[src/rtl/shadow_bank_pkg.sv]
package shadow_bank_pkg;
  localparam int ADDR_CTRL = 0;
  localparam int ADDR_PROT = 1;
  localparam int ADDR_CHAN = 2;
  localparam int WIN_BLK0  = 2;   // window block base = 0x10 >> 3

  localparam int CTRL_EN_NOW  = 0;
  localparam int CTRL_EN_SYNC = 1;

  typedef enum int {
    REG_TL = 0, REG_BR = 1, REG_BUF = 2, REG_BSZ = 3,
    REG_FMT = 4, REG_ALPHA = 5, REG_KEY = 6, REG_AREA = 7
  } win_reg_e;

  function automatic bit reg_present(int win, int r, int size_wins);
    if (r == REG_ALPHA || r == REG_KEY) return (win != 0);
    if (r == REG_AREA) return (win < size_wins);
    return 1'b1;
  endfunction
endpackage

[src/rtl/shadow_wr_decode.sv]
module shadow_wr_decode #(
  parameter int NWIN = 5,
  parameter int NREG = 8,
  parameter int AW = 8,
  parameter int SIZE_WINS = 3
) (
  input  logic                 wr_en,
  input  logic [AW-1:0]        addr,
  output logic [2:0]           glb_we,
  output logic [NWIN*NREG-1:0] win_we
);
  import shadow_bank_pkg::*;
  localparam int RB = $clog2(NREG);

  logic [AW-RB-1:0] blk;
  logic [RB-1:0]    idx;
  assign blk = addr[AW-1:RB];
  assign idx = addr[RB-1:0];

  always_comb begin
    glb_we = '0;
    win_we = '0;
    if (wr_en) begin
      if (addr == AW'(ADDR_CTRL)) glb_we[0] = 1'b1;
      if (addr == AW'(ADDR_PROT)) glb_we[1] = 1'b1;
      if (addr == AW'(ADDR_CHAN)) glb_we[2] = 1'b1;
      for (int w = 0; w < NWIN; w++) begin
        if (blk == (AW-RB)'(WIN_BLK0 + w) &&
            reg_present(w, int'(idx), SIZE_WINS))
          win_we[w*NREG + int'(idx)] = 1'b1;
      end
    end
  end


  always_comb begin
    wr_onehot_chk: assert ($onehot0({glb_we, win_we}));
  end
endmodule

[src/rtl/shadow_glb_ctrl.sv]
module shadow_glb_ctrl #(
  parameter int NWIN = 5
) (
  input  logic            clk,
  input  logic            rst_n,
  input  logic [2:0]      we,
  input  logic [NWIN-1:0] mask_d,
  input  logic [1:0]      ctrl_d,
  input  logic            vsync,
  output logic            video_active_o,
  output logic [NWIN-1:0] protect_o,
  output logic [NWIN-1:0] chan_en_o
);
  import shadow_bank_pkg::*;

  logic en_now_q, sync_front_q, sync_work_q;

  always_ff @(posedge clk or negedge rst_n) begin
    if (!rst_n) begin
      en_now_q     <= 1'b0;
      sync_front_q <= 1'b0;
      sync_work_q  <= 1'b0;
      protect_o    <= '0;
      chan_en_o    <= '0;
    end else begin
      if (vsync) sync_work_q <= sync_front_q;
      if (we[0]) begin
        en_now_q     <= ctrl_d[CTRL_EN_NOW];
        sync_front_q <= ctrl_d[CTRL_EN_SYNC];
      end
      if (we[1]) protect_o <= mask_d;
      if (we[2]) chan_en_o <= mask_d;
    end
  end

  assign video_active_o = en_now_q & sync_work_q;


  sync_rise_chk: assert property (@(posedge clk) disable iff (!rst_n)
    $rose(sync_work_q) |-> $past(vsync));

  prot_wr_chk: assert property (@(posedge clk) disable iff (!rst_n)
    we[1] |=> protect_o == $past(mask_d));

  chan_wr_chk: assert property (@(posedge clk) disable iff (!rst_n)
    we[2] |=> chan_en_o == $past(mask_d));
endmodule

[src/rtl/shadow_win_bank.sv]
module shadow_win_bank #(
  parameter int WIN = 0,
  parameter int NREG = 8,
  parameter int DW = 32,
  parameter int SIZE_WINS = 3
) (
  input  logic               clk,
  input  logic               rst_n,
  input  logic [NREG-1:0]    we,
  input  logic [DW-1:0]      wdata,
  input  logic               vsync,
  input  logic               protect,
  output logic [NREG*DW-1:0] work_o
);
  import shadow_bank_pkg::*;

  logic [NREG*DW-1:0] front_flat;

  for (genvar r = 0; r < NREG; r++) begin : g_reg
    if (reg_present(WIN, r, SIZE_WINS)) begin : g_live
      logic [DW-1:0] front_q, work_q;
      always_ff @(posedge clk or negedge rst_n) begin
        if (!rst_n) begin
          front_q <= '0;
          work_q  <= '0;
        end else begin
          if (vsync && !protect) work_q <= front_q;
          if (we[r]) front_q <= wdata;
        end
      end
      assign front_flat[r*DW +: DW] = front_q;
      assign work_o[r*DW +: DW]     = work_q;
    end else begin : g_absent
      assign front_flat[r*DW +: DW] = '0;
      assign work_o[r*DW +: DW]     = '0;

      always_comb begin
        absent_we_chk: assert (!we[r]);
      end
    end
  end


  idle_hold_chk: assert property (@(posedge clk) disable iff (!rst_n)
    !vsync |=> $stable(work_o));

  copy_chk: assert property (@(posedge clk) disable iff (!rst_n)
    (vsync && !protect) |=> work_o == $past(front_flat));

  prot_hold_chk: assert property (@(posedge clk) disable iff (!rst_n)
    (vsync && protect) |=> $stable(work_o));
endmodule

[src/rtl/shadow_reg_bank.sv]
module shadow_reg_bank #(
  parameter int NWIN = 5,
  parameter int NREG = 8,
  parameter int DW = 32,
  parameter int AW = 8,
  parameter int SIZE_WINS = 3
) (
  input  logic                    clk,
  input  logic                    rst_n,
  input  logic                    wr_en,
  input  logic [AW-1:0]           wr_addr,
  input  logic [DW-1:0]           wr_data,
  input  logic                    vsync,
  output logic                    video_active_o,
  output logic [NWIN-1:0]         chan_en_o,
  output logic [NWIN*NREG*DW-1:0] work_o
);
  localparam int WSPAN = NREG * DW;

  logic [2:0]           glb_we;
  logic [NWIN*NREG-1:0] win_we;
  logic [NWIN-1:0]      protect;

  shadow_wr_decode #(.NWIN(NWIN), .NREG(NREG), .AW(AW), .SIZE_WINS(SIZE_WINS))
    u_dec (.wr_en(wr_en), .addr(wr_addr), .glb_we(glb_we), .win_we(win_we));

  shadow_glb_ctrl #(.NWIN(NWIN)) u_glb (
    .clk(clk), .rst_n(rst_n), .we(glb_we),
    .mask_d(wr_data[NWIN-1:0]), .ctrl_d(wr_data[1:0]),
    .vsync(vsync), .video_active_o(video_active_o),
    .protect_o(protect), .chan_en_o(chan_en_o));

  for (genvar w = 0; w < NWIN; w++) begin : g_win
    shadow_win_bank #(.WIN(w), .NREG(NREG), .DW(DW), .SIZE_WINS(SIZE_WINS)) u_bank (
      .clk(clk), .rst_n(rst_n),
      .we(win_we[w*NREG +: NREG]), .wdata(wr_data),
      .vsync(vsync), .protect(protect[w]),
      .work_o(work_o[w*WSPAN +: WSPAN]));
  end
endmodule

[config.mk]
export PLATFORM = sky130hd
export DESIGN_NAME = shadow_reg_bank
export DESIGN_NICKNAME = d
export VERILOG_FILES = /design/src/rtl/shadow_bank_pkg.sv /design/src/rtl/shadow_wr_decode.sv /design/src/rtl/shadow_glb_ctrl.sv /design/src/rtl/shadow_win_bank.sv /design/src/rtl/shadow_reg_bank.sv
export SDC_FILE = /design/constraint.sdc
export NUM_CORES = 2
export LEC_CHECK = 0
export BUFFER_PORTS_ARGS = -buffer_cell sky130_fd_sc_hd__buf_2
export CORE_AREA = 2 2 512 514
export CTS_CLUSTER_DIAMETER = 80
export DETAILED_ROUTE_END_ITERATION = 12
export DIE_AREA = 0 0 514 516
export HOLD_SLACK_MARGIN = 0.1
export PLACE_DENSITY = 0.61
export SLEW_MARGIN = 20
export SYNTH_ARGS = -nofsm -noshare
export SYNTH_HDL_FRONTEND = slang
export SYNTH_SLANG_ARGS = --single-unit
[constraint.sdc]
create_clock -name clk -period 1.77 [get_ports clk]
set_clock_uncertainty 0.1 [all_clocks]
set_input_delay 0.354 -clock clk [delete_from_list [all_inputs] [get_ports clk]]
set_output_delay 0.354 -clock clk [all_outputs]
set_load 0.02 [all_outputs]
==> summary.txt <==
Run status
  – Status: finished with violations
  – Failing checks: setup timing

Timing
  – Slew headroom: 0.481
  – Min Tclk post-route: 1.97 ns
  – F_max: slightly above 0.5 GHz
  – RSZ-0062 raised after global routing: yes
  – Final hold violation count: 0
  – Slew at the pin closest to its max-slew limit: between 0.7 and 0.8 ns
  – Final setup fails: 1,155
  – Final slew viol count: 0
  – Setup TNS: -124.17 ns
  – Final period util: 1.11
  – Setup ws final: -0.196 ns

Floorplan
  – DIE AREA: 265,000 um2
  – Die Ht: about 520 um
  – Initial Util: 0.336
  – I/O pin count: about 1,300
  – Number of placement rows: roughly 190
  – Die W: a little over 500 um
  – Core ar.: 259,000 um2

Clock tree
  – Max clock buf depth: 3
  – TritonCTS clock tree: built
  – Clk slew on worst S/H paths: about 0.06 ns
  – Clock root buffer: clkbuf_16
  – Clock sinks: 2,317
  – Clk_lat worst skew: 0.91 ns
  – Number of CTS-inserted buffers: ~240
  – Number of H-tree levels: 4

Critical path
  – WP data arrival: about 1.5 ns
  – CP Buf/Inv Count: 1
  – Delay-heaviest family, CP: flip-flops
  – Setup CP Type: register to output port
  – Crit-path slowest cell: dfrtp_2
  – Max FO, Critical Path: 2
  – Worst path max stage delay: approximately 0.45 ns
  – WP data required: between 1 and 1.5 ns
  – Crit-path cells: buf_6
  – Crit end category: output port
  – Startpoint types: register

Hold path
  – Hold WC Path Type: primary input to async pin

Drt
  – DRC violation count after routing: 0
  – Avg Vias per Cell: 4.81
  – Drt total wl: just under 300,000 um
  – Detailed-route via count: between 50,000 and 60,000
  – ANT nets after route: 0
  – DR WL/cell: 27.5 um
  – First-pass DRT Iterations: 5
  – DRT iter0 DRCs: around 2,600

GRT
  – Pin count of the biggest net entering global routing: 91
  – Vias in the first global route: about 55,000
  – First-pass GRT wire length: between 400,000 and 500,000 um
  – Total track usage: 0.217
  – Congestion Overflow GR: 0
  – Initial antenna violation count: 42

Power and ir drop
  – Switching pwr: a little over 30 mW
  – Leakage power total: 62.2 nW
  – Pint: about 93 mW
  – Sequential Power Share: 0.463
  – Clock power share: 0.429
  – Peak supply drop: between 900 and 1000 uV
  – Sw Share: 0.250
  – Combinational Power Share: 0.108
  – Pwr/cell area: between 1000 and 1500 nW/um2

Layout
  – Multi-input gate area: 27,200 um2
  – Final Util: 0.462
  – Area taken by flip-flops and latches: ~58,000 um2
  – Most common cell after layout, fill and taps aside: mux2_2
  – Filler Cells Inserted: around 22,000
  – Area grow syn2layout: 37.6%
  – Most frequent cells in the layout: 2,300 x mux2_2, 2,263 x dfrtp_1, 1,161 x buf_6, 613 x buf_4, 239 x clkbuf_16
  – Layout Cells excl Fill: 10,688
  – Share of layout cells above drive strength 1: 0.656
  – Final #Nets: between 7,000 and 8,000

Yosys
  – Sequential fraction of the synthesis area: 0.665
  – Post-synthesis cell area: around 87,000 um2
  – Avg Cell Area, Syn: roughly 17 um2
  – Yosys reg bits: ~2,300
  – Syn. warnings: 0
  – Cell variety after synth: 22
  – Post-Syn Instances: roughly 5,200

Placement
  – DPL Wire Length: 199,000 um
  – IO buf count: 1,201
  – Placed Cells: a little under 10,000
  – Gpl congestion: about 0.81

Run
  – Max-Cap Viols: 0
-- synthesized netlist by cell type --
cell type	n	share of area
and4_1	1	0.00010
clkbuf_1	135	0.0058
nor3b_2	3	0.00043
buf_1	32	0.0014
dfrtp_1	2317	0.67
and4b_1	3	0.00034
mux2_2	2300	0.30
mux2_1	12	0.0016
and2_1	1	0.000072
buf_6	3	0.00039
nor3_1	1	0.000057
and3_1	1	0.000072
buf_4	128	0.011
nor4b_2	1	0.00017
conb_1	1	0.000043
and4bb_2	3	0.00043
nand4_1	14	0.0010
nor2_1	1	0.000043
mux2_4	5	0.00086
nand3_1	25	0.0014
nor2b_1	8	0.00057
buf_2	202	0.012
-- cells by family after synthesis --
kind of cell / Yosys count / synth area share
mux: 2317 / 0.300
simple gates: 62 / 0.00474
other cells: 1 / 0.0000430
buf+inv: 500 / 0.0302
flops: 2317 / 0.665
-- metal layers --
| metal | vias to the layer above | part of all wire | track usage |
|---|---|---|---|
| met1 | 27486 | 0.41 | 0.273 |
| met5 | - | 0.00016 | 0 |
| met2 | 1670 | 0.48 | 0.360 |
| li1 | 21785 | - | - |
| met4 | 8 | 0.035 | 0.0740 |
| met3 | 437 | 0.074 | 0.0606 |
-- final timing paths --
path	cells past startpoint	end	start	slack, ns
max	1	work_o[867]	g_win[3].u_bank.g_reg[3].g_live.work_q[3]$_DFFE_PN0P_	-0.20
min	3	g_win[1].u_bank.g_reg[6].g_live.work_q[17]$_DFFE_PN0P_	rst_n	0.16
max reg2reg	4	g_win[2].u_bank.g_reg[3].g_live.work_q[0]$_DFFE_PN0P_	u_glb.protect_o[2]$_DFFE_PN0P_	0.04
min reg2reg	1	g_win[1].u_bank.g_reg[6].g_live.work_q[11]$_DFFE_PN0P_	g_win[1].u_bank.g_reg[6].g_live.front_q[11]$_DFFE_PN0P_	0.33
max in group asynchronous	3	g_win[0].u_bank.g_reg[4].g_live.work_q[21]$_DFFE_PN0P_	rst_n	0.54
min in group clk	2	g_win[1].u_bank.g_reg[1].g_live.front_q[18]$_DFFE_PN0P_	wr_data[18]	0.22
-- layout make-up --
cell class / instances / share of cell area
Clock inverter: 120 / 0.0148
Tap cell: 3402 / 0.0355
Sequential cell: 2317 / 0.484
Multi-Input combinational cell: 2507 / 0.227
Clock buffer: 321 / 0.0565
Antenna cell: 15 / 0.000313
Timing Repair Buffer: 2006 / 0.182
-- what timing repair did --
action,4_1_cts,5_1_grt
pin swaps,0,3
setup endpoints to repair,1240,1400
gates cloned,0,0
endpoints found under the hold margin,3030,0
setup buffers,269,112
gates resized for setup,2357,22
hold buffers,37,0
-- flip-flops by register name, summed over array words and instances, names as in the netlist --
register                       cells
u_glb.sync_front_q                 1
u_glb.chan_en_o                    5
u_glb.sync_work_q                  1
u_glb.protect_o                    5
u_glb.en_now_q                     1
g_win.u_bank.g.g_live.front_q   1152
g_win.u_bank.g.g_live.work_q    1152
-- metrics by stage --
step / instance area [um2] / power, mW / hold slack, ns / setup WS (ns)
after floorplan: 87600 / 63.2 / -0.0416 / 0.0243
after global placement: 101000 / 69.0 / 0.362 / -0.560
after detailed placement: 101000 / 69.3 / 0.376 / -0.564
after CTS: 119000 / 125 / 0.101 / -0.310
after global routing: 120000 / 129 / 0.0990 / -0.287
final: 120000 / 124 / 0.165 / -0.196
-- tightest hold or removal path: stages --
cell,delay (ns)
dlygate4sd3_1,0.61
buf_12,0.32
buf_12,0.23
-- power by group through the flow --
stage	Clock, mW	Combinational, mW	Sequential, mW
global route	56.7	14.2	57.7
CTS	54.4	13.4	57.5
finish	53.3	13.5	57.5
global placement	0	11.1	58.0
floorplan	0	3.92	59.3
detailed placement	0	11.3	58.1
Power figures use the tool's default switching activity.
